**config.mk**
```make
export PLATFORM = sky130hd
export DESIGN_NAME = cfg_serial_if
export DESIGN_NICKNAME = d
export VERILOG_FILES = /design/src/rtl/cfg_serial_pkg.sv /design/src/rtl/cfg_rise_detect.sv /design/src/rtl/cfg_cmd_shift.sv /design/src/rtl/cfg_chan_decode.sv /design/src/rtl/cfg_serial_if.sv
export SDC_FILE = /design/constraint.sdc
export NUM_CORES = 1
export LEC_CHECK = 0
export BUFFER_PORTS_ARGS = -buffer_cell sky130_fd_sc_hd__buf_2
export CORE_MARGIN = 2
export CORE_UTILIZATION = 53
export CTS_CLUSTER_DIAMETER = 50
export DETAILED_ROUTE_END_ITERATION = 10
export PLACE_DENSITY = 0.74
export SLEW_MARGIN = 20
export SYNTH_ARGS = -nofsm -noshare
export SYNTH_HDL_FRONTEND = slang
export SYNTH_SLANG_ARGS = --single-unit
```
**constraint.sdc**
```tcl
create_clock -name clk -period 2 [get_ports clk]
set_clock_uncertainty 0.15 [all_clocks]
set_input_delay 0.1 -clock clk [delete_from_list [all_inputs] [get_ports clk]]
set_output_delay 0.1 -clock clk [all_outputs]
set_load 0.02 [all_outputs]
```
**src/rtl/cfg_serial_pkg.sv**
```systemverilog
// Package: shared constants and types for the serial configuration interface.
// Assumes the command word layout prefix | address | speed, received MSB first.
package cfg_serial_pkg;
    localparam int PFX_W  = 3;
    localparam int ADDR_W = 5;
    localparam int SPD_W  = 5;
    localparam int CMD_W  = PFX_W + ADDR_W + SPD_W;
    localparam int CNT_W  = $clog2(CMD_W + 1);
    localparam int SEL_W  = 3;

    localparam logic [PFX_W-1:0]  PFX_UPDATE = 3'b101;
    localparam logic [PFX_W-1:0]  PFX_HOLD_A = 3'b000;
    localparam logic [PFX_W-1:0]  PFX_HOLD_B = 3'b100;
    localparam logic [ADDR_W-1:0] ADDR_RESET = 5'b00000;
    localparam logic [SPD_W-1:0]  SPD_RESET  = 5'b00010;
    localparam logic [SEL_W-1:0]  SEL_COMMON = 3'd4;

    typedef enum logic {PH_CONVERT = 1'b0, PH_OUTPUT = 1'b1} phase_t;

    function automatic logic prefix_known(input logic [PFX_W-1:0] p);
        return (p == PFX_UPDATE) || (p == PFX_HOLD_A) || (p == PFX_HOLD_B);
    endfunction
endpackage

```
**src/rtl/cfg_rise_detect.sv**
```systemverilog
// Module: rising-edge detector for a level already synchronous to clk.
// Assumes each level is held for at least one clk period.
module cfg_rise_detect #(
    parameter logic RST_LEVEL = 1'b0
) (
    input  logic clk,
    input  logic rst_n,
    input  logic level,
    output logic rise
);
    logic level_q;

    // Remember the previous sample of the level.
    always_ff @(posedge clk) begin
        if (!rst_n) level_q <= RST_LEVEL;
        else        level_q <= level;
    end

    assign rise = level & ~level_q;
endmodule

```
**src/rtl/cfg_cmd_shift.sv**
```systemverilog
// Module: collects up to CMD_W command bits MSB first and counts them.
// Assumes clr is held during conversion, so every transfer starts empty.
module cfg_cmd_shift
    import cfg_serial_pkg::*;
(
    input  logic             clk,
    input  logic             rst_n,
    input  logic             clr,
    input  logic             shift_en,
    input  logic             sdi,
    output logic [CMD_W-1:0] word,
    output logic [CNT_W-1:0] count,
    output logic             full
);
    assign full = (count == CNT_W'(CMD_W));

    // Shift in one bit per enabled edge until the word is complete.
    always_ff @(posedge clk) begin
        if (!rst_n || clr) begin
            word  <= '0;
            count <= '0;
        end else if (shift_en && !full) begin
            word  <= {word[CMD_W-2:0], sdi};
            count <= count + 1'b1;
        end
    end
endmodule

```
**src/rtl/cfg_chan_decode.sv**
```systemverilog
// Module: maps the stored channel address to positive and negative selects.
// Assumes address order {SGL, ODD, A2, A1, A0}; A2 and A1 are ignored.
module cfg_chan_decode
    import cfg_serial_pkg::*;
(
    input  logic [ADDR_W-1:0] addr,
    output logic [SEL_W-1:0]  pos_sel,
    output logic [SEL_W-1:0]  neg_sel
);
    logic sgl, odd, a0;
    logic unused_addr_bits;

    assign sgl = addr[4];
    assign odd = addr[3];
    assign a0  = addr[0];
    assign unused_addr_bits = ^addr[2:1];

    // Select the pair member, or the common input for single-ended use.
    always_comb begin
        pos_sel = {1'b0, a0, odd};
        neg_sel = sgl ? SEL_COMMON : {1'b0, a0, ~odd};
    end
endmodule

```
**src/rtl/cfg_serial_if.sv**
```systemverilog
// Module: serial configuration front end of a multichannel converter.
// Shifts out the result and collects a command word during the output phase.
// Applies the command when chip select rises. Assumes synchronous inputs.
module cfg_serial_if
    import cfg_serial_pkg::*;
#(
    parameter int RES_W = 24
) (
    input  logic             clk,
    input  logic             rst_n,
    input  logic             cs_n,
    input  logic             sck,
    input  logic             sdi,
    input  logic             conv_done,
    input  logic [RES_W-1:0] result,
    output logic             sdo,
    output logic             busy,
    output logic             conv_start,
    output logic [SEL_W-1:0] chan_pos,
    output logic [SEL_W-1:0] chan_neg,
    output logic [SPD_W-2:0] osr_code,
    output logic             twox,
    output logic             illegal_cmd
);
    phase_t            phase_q;
    logic              sck_rise, cs_rise, shift_en, finish_xfer;
    logic [CMD_W-1:0]  cmd_word;
    logic [CNT_W-1:0]  cmd_count;
    logic              cmd_full;
    logic [PFX_W-1:0]  cmd_pfx;
    logic [ADDR_W-1:0] cmd_addr, addr_q;
    logic [SPD_W-1:0]  cmd_spd, spd_q;
    logic [RES_W-1:0]  out_sr;

    cfg_rise_detect #(.RST_LEVEL(1'b0)) i_sck_edge (
        .clk(clk), .rst_n(rst_n), .level(sck), .rise(sck_rise));
    cfg_rise_detect #(.RST_LEVEL(1'b1)) i_cs_edge (
        .clk(clk), .rst_n(rst_n), .level(cs_n), .rise(cs_rise));

    assign shift_en    = (phase_q == PH_OUTPUT) && !cs_n && sck_rise;
    assign finish_xfer = (phase_q == PH_OUTPUT) && cs_rise;

    cfg_cmd_shift i_cmd (
        .clk(clk), .rst_n(rst_n), .clr(phase_q == PH_CONVERT),
        .shift_en(shift_en), .sdi(sdi),
        .word(cmd_word), .count(cmd_count), .full(cmd_full));

    assign cmd_pfx  = cmd_word[CMD_W-1 -: PFX_W];
    assign cmd_addr = cmd_word[SPD_W +: ADDR_W];
    assign cmd_spd  = cmd_word[SPD_W-1:0];

    // Phase sequencing and the one-cycle start pulse.
    always_ff @(posedge clk) begin
        if (!rst_n) begin
            phase_q    <= PH_CONVERT;
            conv_start <= 1'b0;
        end else begin
            conv_start <= finish_xfer;
            if (phase_q == PH_CONVERT && conv_done) phase_q <= PH_OUTPUT;
            else if (finish_xfer)                   phase_q <= PH_CONVERT;
        end
    end

    // Result shift register: loaded at conversion end, shifted per bit.
    always_ff @(posedge clk) begin
        if (!rst_n)                                  out_sr <= '0;
        else if (phase_q == PH_CONVERT && conv_done) out_sr <= result;
        else if (shift_en)                           out_sr <= {out_sr[RES_W-2:0], 1'b0};
    end

    // Commit a complete update command when the next conversion starts.
    always_ff @(posedge clk) begin
        if (!rst_n) begin
            addr_q <= ADDR_RESET;
            spd_q  <= SPD_RESET;
        end else if (finish_xfer && cmd_full && cmd_pfx == PFX_UPDATE) begin
            addr_q <= cmd_addr;
            if (cmd_spd != '0) spd_q <= cmd_spd;
        end
    end

    // Sticky flag for an undefined prefix, raised as its third bit arrives.
    always_ff @(posedge clk) begin
        if (!rst_n) illegal_cmd <= 1'b0;
        else if (shift_en && cmd_count == CNT_W'(PFX_W - 1)
                 && !prefix_known({cmd_word[PFX_W-2:0], sdi}))
            illegal_cmd <= 1'b1;
    end

    cfg_chan_decode i_dec (.addr(addr_q), .pos_sel(chan_pos), .neg_sel(chan_neg));

    assign osr_code = spd_q[SPD_W-1:1];
    assign twox     = spd_q[0];
    assign busy     = (phase_q == PH_CONVERT);
    assign sdo      = (phase_q == PH_OUTPUT) && !cs_n && out_sr[RES_W-1];
endmodule

```
======== Yosys cells after proc, flatten, opt, wreduce, memory -nomap -nowiden ========
Cells that the tools add are included.
storage, ports and cells
  output and inout port bits .............. 15
  bits of input ports ..................... 30
  bits in registers ....................... 56
  logic and storage cells ................. 49
operators by class
  muxes and demuxes ....................... 5
  reduce and logical (&&, ||, !) cells .... 22
  bitwise logic cells ..................... 6
  add/sub/neg operators ................... 1
  equality and inequality tests ........... 5
operators by type and width
  operator               number
  $mux W24               2
  $logic_and A1 B1 Y1    10
  $eq A3 B3 Y1 const B   3
  $reduce_bool A5 Y1     1
  $add A4 B1 Y4 const B  1
  $eq A4 B2 Y1 const B   1
  $eq A4 B4 Y1 const B   1
  $logic_not A1 Y1       4
  $not A1 Y1             4
  $reduce_bool A2 Y1     2
  $logic_not A3 Y1       1
  $logic_or A1 B1 Y1     3
  $mux W3                1
  $and A1 B1 Y1          2
  $mux W1                2
  $reduce_and A2 Y1      1

======== Longest topological paths before layout ========
Gate-level depths: netlist (run 1).
  depth after elaboration ................. 6
  depth in mapped cells ................... 8

======== Cells and area by module ========
From an unflattened synthesis (run 1), not the netlist that was laid out.
unflattened totals
  cell total of the unflattened synthesis .. 246
  area total of the unflattened synthesis .. 2391.0 um2
modules (own cells, without submodules)
  module           cells an instance  area each (um2)  times used  seq. area each (um2)
  cfg_serial_if    166                1575.3           1           740.7
  cfg_cmd_shift    67                 691.9            1           340.3
  cfg_rise_detect  3                  40.0             2           20.0
  cfg_chan_decode  7                  43.8             1           0.0

======== Worst setup path after synthesis (run 1) ========
No wires, ideal clock.
  kind .................................... reg2reg
  start ................................... register i_cmd.count[0]
  end ..................................... register spd_q[1]
  data arrival time ....................... 1.403 ns
  path buffers ............................ 0
  path slack .............................. 0.308 ns
  stages on the path, launching flop included .. 6
  cells stage by stage .................... dfxtp_1 -> ha_1 -> nand3_1 -> nor3_4 -> o21a_1 -> o211ai_1
on the way
  longest elaborated chain between the ends .. 4
RTL lines
  element                             RTL line             text
  from (decl)                         cfg_cmd_shift.sv:12  output logic [CNT_W-1:0] count,
  from (signal assigned)              cfg_cmd_shift.sv:24  count <= count + 1'b1;
  $eq A4 B4 Y1                        cfg_cmd_shift.sv:15  assign full = (count == CNT_W'(CMD_W));
  $logic_and A1 B1 Y1 (2 in series)   cfg_serial_if.sv:76  end else if (finish_xfer && cmd_full && cmd_pfx == PFX_UPDATE) begin
  $reduce_and A2 Y1 (no source line)  --
  to (signal assigned)                cfg_serial_if.sv:78  if (cmd_spd != '0) spd_q <= cmd_spd;
  to (decl)                           cfg_serial_if.sv:32  logic [SPD_W-1:0] cmd_spd, spd_q;
Every way passes these cells.
A chain may end at the register's enable or synchronous reset.

======== Worst setup path in the final report (run 1) ========
  start ................................... input port cs_n
  end ..................................... register out_sr[11]
on the way
  longest elaborated chain between the ends .. 4
RTL lines
  element                              RTL line             text
  from (decl)                          cfg_serial_if.sv:11  input logic cs_n,
  $logic_not A1 Y1                     cfg_serial_if.sv:40  assign shift_en = (phase_q == PH_OUTPUT) && !cs_n && sck_rise;
  $logic_and A1 B1 Y1 (2 in series)    cfg_serial_if.sv:40
  $reduce_bool A2 Y1 (no source line)  --
  to (signal assigned)                 cfg_serial_if.sv:67  else if (phase_q == PH_CONVERT && conv_done) out_sr <= result;
  to (signal assigned)                 cfg_serial_if.sv:68  else if (shift_en) out_sr <= {out_sr[RES_W-2:0], 1'b0};
  to (decl)                            cfg_serial_if.sv:33  logic [RES_W-1:0] out_sr;
Every way passes these cells.

==> out/metrics.cfg, run 1 <==
[finish]
layout.cells.most_common = nand2_1
fin_nets = 349
syn_to_final_growth_pct = 28.60
layout-drive-gt1-share_pct = 19.56
final_util_pct = 70.32
final_cell_mix = nand2_1, dfxtp_1, buf_2
fill_cells = 330
antenna_cells = 0
final_area_mm2 = 0.002813

[routing]
drt_pass1_iterations = 4
via_per_inst = 5.150
routed_wl_um = 4460
avgRoutedWirePerCell_um = 12.15
vias = 1890
drt_iter0_markers = 151
drc = 0
drt.antenna.violating_nets = 0

[critical_path]
criticalPathCategory = in -> reg
worstPathMaxFanout = 21
crit_arrival_ns = 1.85
critPathCaptureType = flop
critPathLaunchType = primary input
required_ns = 2.03

[sta]
fin_crit_sh_pct = 90.92
final.setup.worst_slack_ns = 0.1815
tns_ns = 0
relSlewSlack_pct = 60.21
finalSetupViolCount = 0
worst_hold_slack_ns = 0.1312
tightest_slew_ns = 0.5954
slew_violations = 0
finalCriticalPeriod_ns = 1.818
max_freq_mhz = 549.9
hold_violations = 0
grt_setup_unrepaired = false

[placement]
gp_congestion = 0.7481
dp_slack_ns = 0.2000
io_buffers = 43
hpwlAfterDp_um = 2892
placed_area_mm2 = 0.002451

[clock_tree]
post-cts-setup-buffer-count = 0
cts_sinks = 54
clock_tree.buffer_depth = 2
htree_levels = 2
cts_tree = built
cts-resized-gates = 0
path_clk_slew_ns = 0.09
clk_latency_ns = 0.29
clockRootBuffer = clkbuf_8
cts_inserted_buffers = 5

[floorplan]
die_area_mm2 = 0.004657
rows = 23
num_io_pins = 45
core_area_mm2 = 0.004000
die_width_um = 68.24
start_util_pct = 54.68
die_h_um = 68.24

[logic_synthesis]
synth-main-ff-cell = dfxtp_1
ys_seq_area_share_pct = 49.43
ys_warn_count = 0
syn_area_per_cell_um2 = 8.855
syn-instance-count = 247
synth_seq_cells = 54
mappedNetlistArea_mm2 = 0.002187
synth_nets = 280
synth-async-reset-ratio_pct = 0
synth_cell_type_count = 34
synth_edf_count = 0

[power_and_ir_drop]
leakagePower_nw = 1.099
ir_worst_vdd_mv = 0.5419
power_density_mw_per_mm2 = 687.3

[hold_path]
hold_class = in -> reg

[grt]
grt_pass1_wl_um = 7341
antenna_found_initial = 0
grt_pass1_vias = 1745
grt_max_degree = 41
gr-total-overflow = 0
grt.total_usage_pct = 20.59

[flow_run]
drv_cap = 0

[status]
outcome = finished clean

## worst max-delay path, stage by stage
cell and delay (ns):
dlygate4sd3_1 0.53, buf_2 0.15, and4bb_1 0.36, buf_4 0.25, nor2_1 0.07, buf_4 0.22
nand2_1 0.08, a21boi_0 0.07
## timing repair
item | 4_1_cts | 5_1_grt
setup endpoints to repair | 0 | 0
hold buffers | 27 | 0
hold endpoints to repair | 27 | 0
## sequential cells by signal, summed over array words and instances, names as in the netlist
signal and cells:
addr_q 3, illegal_cmd 1, i_sck_edge.level_q 1, spd_q 5, i_cmd.word 13, out_sr 24, i_cmd.count 4, phase_q 1
i_cs_edge.level_q 1, conv_start 1
## layer usage
| metal | part of all wire [%] | wire (um) | global-route usage, % |
|---|---|---|---|
| met5 | 0 | 0 | 0 |
| met3 | 3.7 | 167 | 3.947 |
| met2 | 49 | 2183 | 37.50 |
| met4 | 1.0 | 45 | 6.750 |
| met1 | 46 | 2063 | 24.03 |
## metrics by stage
| step | cells | total power [mW] |
|---|---|---|
| final | 367 | 1.933 |
| after global routing | 367 | 2.028 |
| after CTS | 367 | 1.961 |
| after detailed placement | 332 | 1.317 |
| after global placement | 332 | 1.315 |
| after floorplan | 247 | 1.256 |
## logic make-up after synthesis
logic type / count (synthesis) / share of synthesized area [%]
AND/OR/NAND/NOR: 91 / 19.79
AO/OA/AOI/OAI: 70 / 21.28
flip-flops: 54 / 49.43
buffers and inverters: 21 / 4.519
multiplexers: 5 / 2.288
adder cells (fa/ha/maj): 3 / 1.716
XOR/XNOR: 2 / 0.8011
other: 1 / 0.1715
## final timing paths
path	start	endpoint	slack, ns	cells after the start
max	cs_n	out_sr[11]	0.18	8
min reg2reg	spd_q[0]	spd_q[0]	0.30	2
min	rst_n	i_cs_edge.level_q	0.13	3
max reg2reg	i_cmd.count[0]	addr_q[4]	0.19	6
## final cells by class
type                    count  area (um^2)  area share, %
clock buffers               7        86.33          3.069
clock inverters             1        5.005         0.1779
inverters                   4        15.01         0.5338
multi-input cells         172         1010          35.90
flip-flops and latches     54         1081          38.43
well taps                  50        62.56          2.224
repair buffers             79        553.0          19.66
## where the power goes
group	internal (mW)	total, mW	switching (mW)	leakage [nW]
combinational	0.107	0.204	0.0973	0.611
sequential	1.11	1.13	0.0189	0.440
clock	0.280	0.600	0.321	0.0482
## cell usage after synthesis (all sizes together), types with 2 or more instances
master,count,area (um^2)
nand2,56,212.7
dfxtp,54,1081
a21boi,21,157.6
a22oi,21,157.7
a21oi,16,80.08
buf,9,53.80
clkbuf,8,30.03
nor2b,8,50.05
o21ai,8,40.03
nand3,7,35.03
nor2,6,22.52
mux2i,5,50.05
and2,4,25.02
inv,4,15.01
ha,3,37.54
nand2b,2,12.51
nor3b,2,15.01
o21a,2,15.01
Power figures use the tool's default switching activity.
==> run 2: changes to the inputs <==
--- a/config.mk
+++ b/config.mk
@@ -7,11 +7,11 @@
 export LEC_CHECK = 0
 export BUFFER_PORTS_ARGS = -buffer_cell sky130_fd_sc_hd__buf_2
 export CORE_MARGIN = 2
-export CORE_UTILIZATION = 53
+export CORE_UTILIZATION = 54
 export CTS_CLUSTER_DIAMETER = 50
 export DETAILED_ROUTE_END_ITERATION = 10
 export PLACE_DENSITY = 0.74
-export SLEW_MARGIN = 20
 export SYNTH_ARGS = -nofsm -noshare
 export SYNTH_HDL_FRONTEND = slang
+export SYNTH_HIERARCHICAL = 1
 export SYNTH_SLANG_ARGS = --single-unit
==> constraint.sdc (replaced) <==
create_clock -name clk -period 2 [get_ports clk]
set_clock_uncertainty 0.15 [all_clocks]
set_input_delay 0.1 -clock clk [delete_from_list [all_inputs] [get_ports clk]]
set_output_delay 0.1 -clock clk [all_outputs]
set_load 0.005 [all_outputs]
==> run 2 against run 1 <==
Net effect: total power fell by 1.2%; utilization rose by 0.42 points; wire length rose by 4.3%; first-iteration DRC count fell by 11%; clock power fell by 4.2%; largest cell class unchanged; largest power group unchanged; highest routed layer unchanged.
==> out/metrics.cfg, run 2 <==
[finish]
final_cell_mix = dfxtp_1, buf_2, nand2_1  ; was nand2_1, dfxtp_1, buf_2
antenna_cells = 0  ; unchanged
syn_to_final_growth_pct = 23.80  ; was 28.60%
layout.cells.most_common = dfxtp_1  ; was nand2_1
layout-drive-gt1-share_pct = 23.28  ; was 19.56%
largestRegisters = out_sr x24, i_cmd/word x13, spd_q x5  ; was out_sr x24, i_cmd.word x13, spd_q x5
fin_nets = 337  ; was 349
largest_reg_flops = 24  ; unchanged
top_register = out_sr  ; unchanged

[status]
outcome = finished clean  ; unchanged

[clock_tree]
path_clk_slew_ns = 0.09  ; about the same
clockRootBuffer = clkbuf_8  ; unchanged
clk_latency_ns = 0.31  ; was 0.29 ns
cts_tree = built  ; unchanged
cts_sinks = 54  ; unchanged
cts_inserted_buffers = 5  ; unchanged
post-cts-setup-buffer-count = 0  ; unchanged
htree_levels = 2  ; unchanged
clock_tree.buffer_depth = 2  ; unchanged

[critical_path]
r2r-end = spd_q[1]  ; was addr_q[4]
required_ns = 2.04  ; was 2.03 ns
r2r_start = i_cmd/count[0]  ; was i_cmd.count[0]
worstPathMaxFanout = 9  ; was 21
critPathLaunchType = flop  ; was primary input
critPathCaptureType = flop  ; unchanged
crit_arrival_ns = 1.84  ; was 1.85 ns
r2r_cells = 8  ; was 6
regToRegSetupSlack_ns = 0.20  ; was 0.19 ns
criticalPathCategory = reg -> reg  ; was in -> reg

[routing]
drc = 0  ; unchanged
drt.antenna.violating_nets = 0  ; unchanged
via_per_inst = 5.217  ; was 5.150
drt_pass1_iterations = 4  ; unchanged
routed_wl_um = 4653  ; was 4460 um
drt_iter0_markers = 134  ; was 151
avgRoutedWirePerCell_um = 13.11  ; was 12.15 um
vias = 1852  ; was 1890

[sta]
finalSetupViolCount = 0  ; unchanged
hold_violations = 0  ; unchanged
fin_crit_sh_pct = 90.12  ; was 90.92%
max_freq_mhz = 554.8  ; was 549.9 MHz
slew_violations = 0  ; unchanged
grt_setup_unrepaired = false  ; unchanged
worst_hold_slack_ns = 0.1151  ; was 0.1312 ns
tns_ns = 0  ; unchanged
finalCriticalPeriod_ns = 1.802  ; was 1.818 ns

[hold_path]
hold_depth = 3  ; unchanged
holdPathEnd = spd_q[1]  ; was i_cs_edge.level_q
hold_class = in -> reg  ; unchanged
hold_path.startpoint = rst_n  ; unchanged

[floorplan]
start_util_pct = 57.14  ; was 54.68%
die_h_um = 69.53  ; was 68.24 um
rows = 23  ; unchanged
die_area_mm2 = 0.004834  ; was 0.004657 mm^2
core_area_mm2 = 0.004058  ; was 0.004000 mm^2
num_io_pins = 45  ; unchanged
die_width_um = 69.53  ; was 68.24 um

[power_and_ir_drop]
power_density_mw_per_mm2 = 665.6  ; was 687.3 mW/mm^2
leakagePower_nw = 1.137  ; was 1.099 nW
ir_worst_vdd_mv = 0.4399  ; was 0.5419 mV

[logic_synthesis]
ys_warn_count = 6  ; was 0
synth_nets = 272  ; was 280
mappedNetlistArea_mm2 = 0.002318  ; was 0.002187 mm^2
syn_area_per_cell_um2 = 9.660  ; was 8.855 um^2
syn-instance-count = 240  ; was 247

[grt]
grt.total_usage_pct = 20.01  ; was 20.59%
grt_pass1_wl_um = 7852  ; was 7341 um
antenna_found_initial = 0  ; unchanged
grt_pass1_vias = 1696  ; was 1745
gr-total-overflow = 0  ; unchanged
grt_max_degree = 43  ; was 41

[placement]
hpwlAfterDp_um = 2869  ; was 2892 um
gp_congestion = 0.7336  ; was 0.7481
io_buffers = 43  ; unchanged

[flow_run]
drv_cap = 0  ; unchanged

[run 2: cell types whose count changed in the layout (fill, tap and decap cells not counted), sizes merged, moves of 3 or more]
cell   delta
a21oi    -11
buf       -3
inv       +3
mux2i     +9
nand2    -14
[run 2: worst max-delay path, stage by stage (launching register included)]
cell	delay, ns
dfxtp_1	0.41
ha_1	0.21
nand3_2	0.14
inv_4	0.12
nand4b_1	0.10
nor2_1	0.10
buf_4	0.18
o21a_4	0.19
o211ai_2	0.07
[run 2: timing repair]
action                    4_1_cts  5_1_grt
hold endpoints to repair       28        0
hold buffers                   28        0
gates resized for setup         0        0
[run 2: layout make-up]
| class | count | area (um^2) |
|---|---|---|
| Timing Repair Buffer | 77 | 540.5 |
| Sequential cell | 54 | 1081 |
| Inverter | 7 | 28.78 |
| Tap cell | 50 | 62.56 |
| Fill cell | 311 | 1187 |
| Clock inverter | 2 | 10.01 |
| Multi-Input combinational cell | 160 | 1079 |
| Clock buffer | 5 | 68.82 |
[run 2: report_power, final]
part           leakage (nW)  switching [mW]  internal [mW]
combinational         0.654          0.0968          0.111
sequential            0.440          0.0195           1.11
clock                0.0438           0.339          0.236
[run 2: worst max-delay path by stage]
stage	cells after the start	end	startpoint	slack [ns]
after floorplan	8	spd_q[1]	i_cmd/count[0]	0.28
after global routing	8	spd_q[1]	i_cmd/count[0]	0.03
after CTS	8	spd_q[1]	i_cmd/count[0]	0.18
after global placement	8	spd_q[1]	i_cmd/count[0]	0.26
final	8	spd_q[1]	i_cmd/count[0]	0.20
after detailed placement	8	spd_q[1]	i_cmd/count[0]	0.21
[run 2: through the flow]
step | instance area, um^2 | util, % | worst slack, ns | std cells | total power, mW
final | 2870 | 70.74 | 0.1975 | 355 | 1.910
after global routing | 2870 | 70.74 | 0.03465 | 355 | 1.998
after CTS | 2870 | 70.74 | 0.1809 | 355 | 1.921
after detailed placement | 2511 | 61.89 | 0.2086 | 320 | 1.315
after global placement | 2511 | 61.89 | 0.2568 | 320 | 1.313
after floorplan | 2318 | - | 0.2818 | 240 | 1.265
[run 2: per-layer routing]
| metal | global-route usage, % | vias up | part of all wire (%) |
|---|---|---|---|
| met5 | 0 | - | 0 |
| met4 | 8.279 | 0 | 2.3 |
| met3 | 5.669 | 11 | 5.1 |
| met2 | 28.31 | 46 | 42 |
| met1 | 28.53 | 832 | 50 |
| li1 | - | 963 | - |
==> run 3: changes to the inputs <==
--- a/config.mk
+++ b/config.mk
@@ -6,7 +6,7 @@
 export NUM_CORES = 1
 export LEC_CHECK = 0
 export BUFFER_PORTS_ARGS = -buffer_cell sky130_fd_sc_hd__buf_2
-export CORE_MARGIN = 2
+export CORE_MARGIN = 3
 export CORE_UTILIZATION = 54
 export CTS_CLUSTER_DIAMETER = 50
 export DETAILED_ROUTE_END_ITERATION = 10
==> constraint.sdc (replaced) <==
create_clock -name clk -period 1.71 [get_ports clk]
set_clock_uncertainty 0.15 [all_clocks]
set_input_delay 0.0855 -clock clk [delete_from_list [all_inputs] [get_ports clk]]
set_output_delay 0.0855 -clock clk [all_outputs]
set_load 0.005 [all_outputs]
==> run 3 against run 2 <==
Net effect: highest routed layer unchanged; count of clock-buffer cells in the layout up 2; design area grew 5.1%; total power rose by 21%; wire length grew 12%; first-iteration DRC count down 9.0%; critical path depth down 1; register-to-register slack got worse by 0.11 ns; sequential share of layout area is 1.8 points lower; global-route usage is 1.3 points higher; die area increased by 5.8%.
==> out/metrics.cfg, run 3 (synthesis results as in run 2) <==
[status]
outcome = finished clean  ; unchanged

[clock_tree]
path_clk_slew_ns = 0.09  ; about the same
post-cts-setup-buffer-count = 0  ; unchanged
clock_tree.buffer_depth = 2  ; unchanged
clockRootBuffer = clkbuf_8  ; unchanged
cts_sinks = 54  ; unchanged
clk_latency_ns = 0.30  ; was 0.31 ns
cts_tree = built  ; unchanged
cts_inserted_buffers = 5  ; unchanged
htree_levels = 2  ; unchanged

[flow_run]
drv_cap = 0  ; unchanged

[floorplan]
num_io_pins = 45  ; unchanged
die_h_um = 71.53  ; was 69.53 um
rows = 23  ; unchanged
core_area_mm2 = 0.004058  ; unchanged
die_width_um = 71.53  ; was 69.53 um
start_util_pct = 57.14  ; unchanged
die_area_mm2 = 0.005116  ; was 0.004834 mm^2

[routing]
routed_wl_um = 5200  ; was 4653 um
drt.antenna.violating_nets = 0  ; unchanged
drt_pass1_iterations = 4  ; unchanged
drt_iter0_markers = 122  ; was 134
via_per_inst = 5.236  ; was 5.217
drc = 0  ; unchanged
avgRoutedWirePerCell_um = 14.25  ; was 13.11 um
vias = 1911  ; was 1852

[critical_path]
r2r_cells = 8  ; unchanged
r2r_start = i_cmd/count[1]  ; was i_cmd/count[0]
criticalPathCategory = in -> reg  ; was reg -> reg
crit_arrival_ns = 1.71  ; was 1.84 ns
critPathLaunchType = primary input  ; was flop
r2r-end = spd_q[1]  ; unchanged
critPathCaptureType = flop  ; unchanged
regToRegSetupSlack_ns = 0.09  ; was 0.20 ns
worstPathMaxFanout = 19  ; was 9
required_ns = 1.74  ; was 2.04 ns

[hold_path]
holdPathEnd = i_cs_edge/level_q  ; was spd_q[1]
hold_class = in -> reg  ; unchanged
hold_path.startpoint = rst_n  ; unchanged
hold_depth = 3  ; unchanged

[power_and_ir_drop]
ir_worst_vdd_mv = 0.4691  ; was 0.4399 mV
power_density_mw_per_mm2 = 767.2  ; was 665.6 mW/mm^2
leakagePower_nw = 1.195  ; was 1.137 nW
total_power_mw = 2.313  ; was 1.910 mW

[sta]
slew_violations = 0  ; unchanged
fin_crit_sh_pct = 97.92
finalCriticalPeriod_ns = 1.674
worst_hold_slack_ns = 0.05352  ; was 0.1151 ns
hold_violations = 0  ; unchanged
max_freq_mhz = 597.2
finalSetupViolCount = 0  ; unchanged

[placement]
dp_cells = 328  ; was 320
hpwlAfterDp_um = 3172  ; was 2869 um
placed_area_mm2 = 0.002603  ; was 0.002511 mm^2
io_buffers = 43  ; unchanged
gp_congestion = 0.8232  ; was 0.7336

[finish]
top_register = out_sr  ; unchanged
final_cell_mix = dfxtp_1, buf_2, nand2_1  ; unchanged
layout.cells.most_common = dfxtp_1  ; unchanged
largestRegisters = out_sr x24, i_cmd/word x13, spd_q x5  ; unchanged
largest_reg_flops = 24  ; unchanged
final_area_mm2 = 0.003015  ; was 0.002870 mm^2
antenna_cells = 0  ; unchanged
syn_to_final_growth_pct = 30.06  ; was 23.80%
fin_nets = 346  ; was 337
instances_no_fill = 365  ; was 355
layout-drive-gt1-share_pct = 26.67  ; was 23.28%

[grt]
grt_max_degree = 25  ; was 43
antenna_found_initial = 0  ; unchanged
grt.total_usage_pct = 21.33  ; was 20.01%
grt_pass1_vias = 1825  ; was 1696
grt_pass1_wl_um = 8666  ; was 7852 um
gr-total-overflow = 0  ; unchanged

-- run 3: cell types whose count changed in the layout (fill, tap and decap cells not counted), moves of 2 or more --
cell / delta
buf_6: +2
nor2_4: +2
buf_12: +2
buf_4: +4
-- run 3: area by class of cell --
| class | count | area (um^2) |
|---|---|---|
| Clock inverter | 1 | 5.005 |
| Fill cell | 303 | 1042 |
| Sequential cell | 54 | 1082 |
| Clock buffer | 7 | 86.33 |
| Tap cell | 50 | 62.56 |
| Timing Repair Buffer | 85 | 633.1 |
| Multi-Input combinational cell | 161 | 1117 |
| Inverter | 7 | 28.78 |
-- run 3: worst max-delay path: stages --
cell           delay (ns)
dlygate4sd3_1        0.53
buf_2                0.15
and3b_1              0.30
buf_6                0.21
nand4_1              0.15
nor3_1               0.20
a211oi_1             0.08
-- run 3: how the worst max path moves through the flow --
| stage | slack (ns) | from | endpoint | cells past startpoint |
|---|---|---|---|---|
| after floorplan | 0.02 | i_cmd/count[1] | spd_q[1] | 9 |
| after global placement | 0.02 | i_cmd/count[1] | spd_q[1] | 8 |
| after detailed placement | -0.03 | i_cmd/count[1] | spd_q[1] | 8 |
| after CTS | 0.03 | i_cmd/count[1] | spd_q[1] | 8 |
| after global routing | -0.02 | cs_n | i_cmd/count[3] | 7 |
| final | 0.04 | cs_n | i_cmd/count[3] | 7 |
-- run 3: what timing repair did --
| action | 4_1_cts | 5_1_grt |
|---|---|---|
| pin swaps | 0 | 3 |
| hold buffers | 28 | 0 |
| resized for setup | 1 | 5 |
| cloned | 0 | 1 |
| hold endpoints to repair | 28 | 0 |
| setup endpoints to repair | 6 | 28 |
-- run 3: power by group --
| part | internal (mW) | total (mW) | switching (mW) |
|---|---|---|---|
| Sequential | 1.30 | 1.32 | 0.0212 |
| Combinational | 0.144 | 0.267 | 0.123 |
| Clock | 0.328 | 0.729 | 0.401 |
| Total | 1.77 | 2.31 | 0.545 |
-- run 3: layer usage --
metal	vias to the layer above	part of all wire (%)	GRT usage (%)
met5	-	0	0
met4	0	1.7	7.098
met3	7	3.8	4.628
met2	39	48	33.78
met1	881	47	29.03
li1	984	-	-
-- run 3: stage by stage --
step           setup TNS (ns)  utilization (%)  setup slack [ns]
6_report                    0            74.31           0.03556
3_3_place_gp                0            64.14           0.02324
3_5_place_dp         -0.05489            64.14          -0.03387
4_1_cts                     0            73.42           0.02995
2_1_floorplan               0                -           0.01642
5_1_grt              -0.02437            74.31          -0.02437
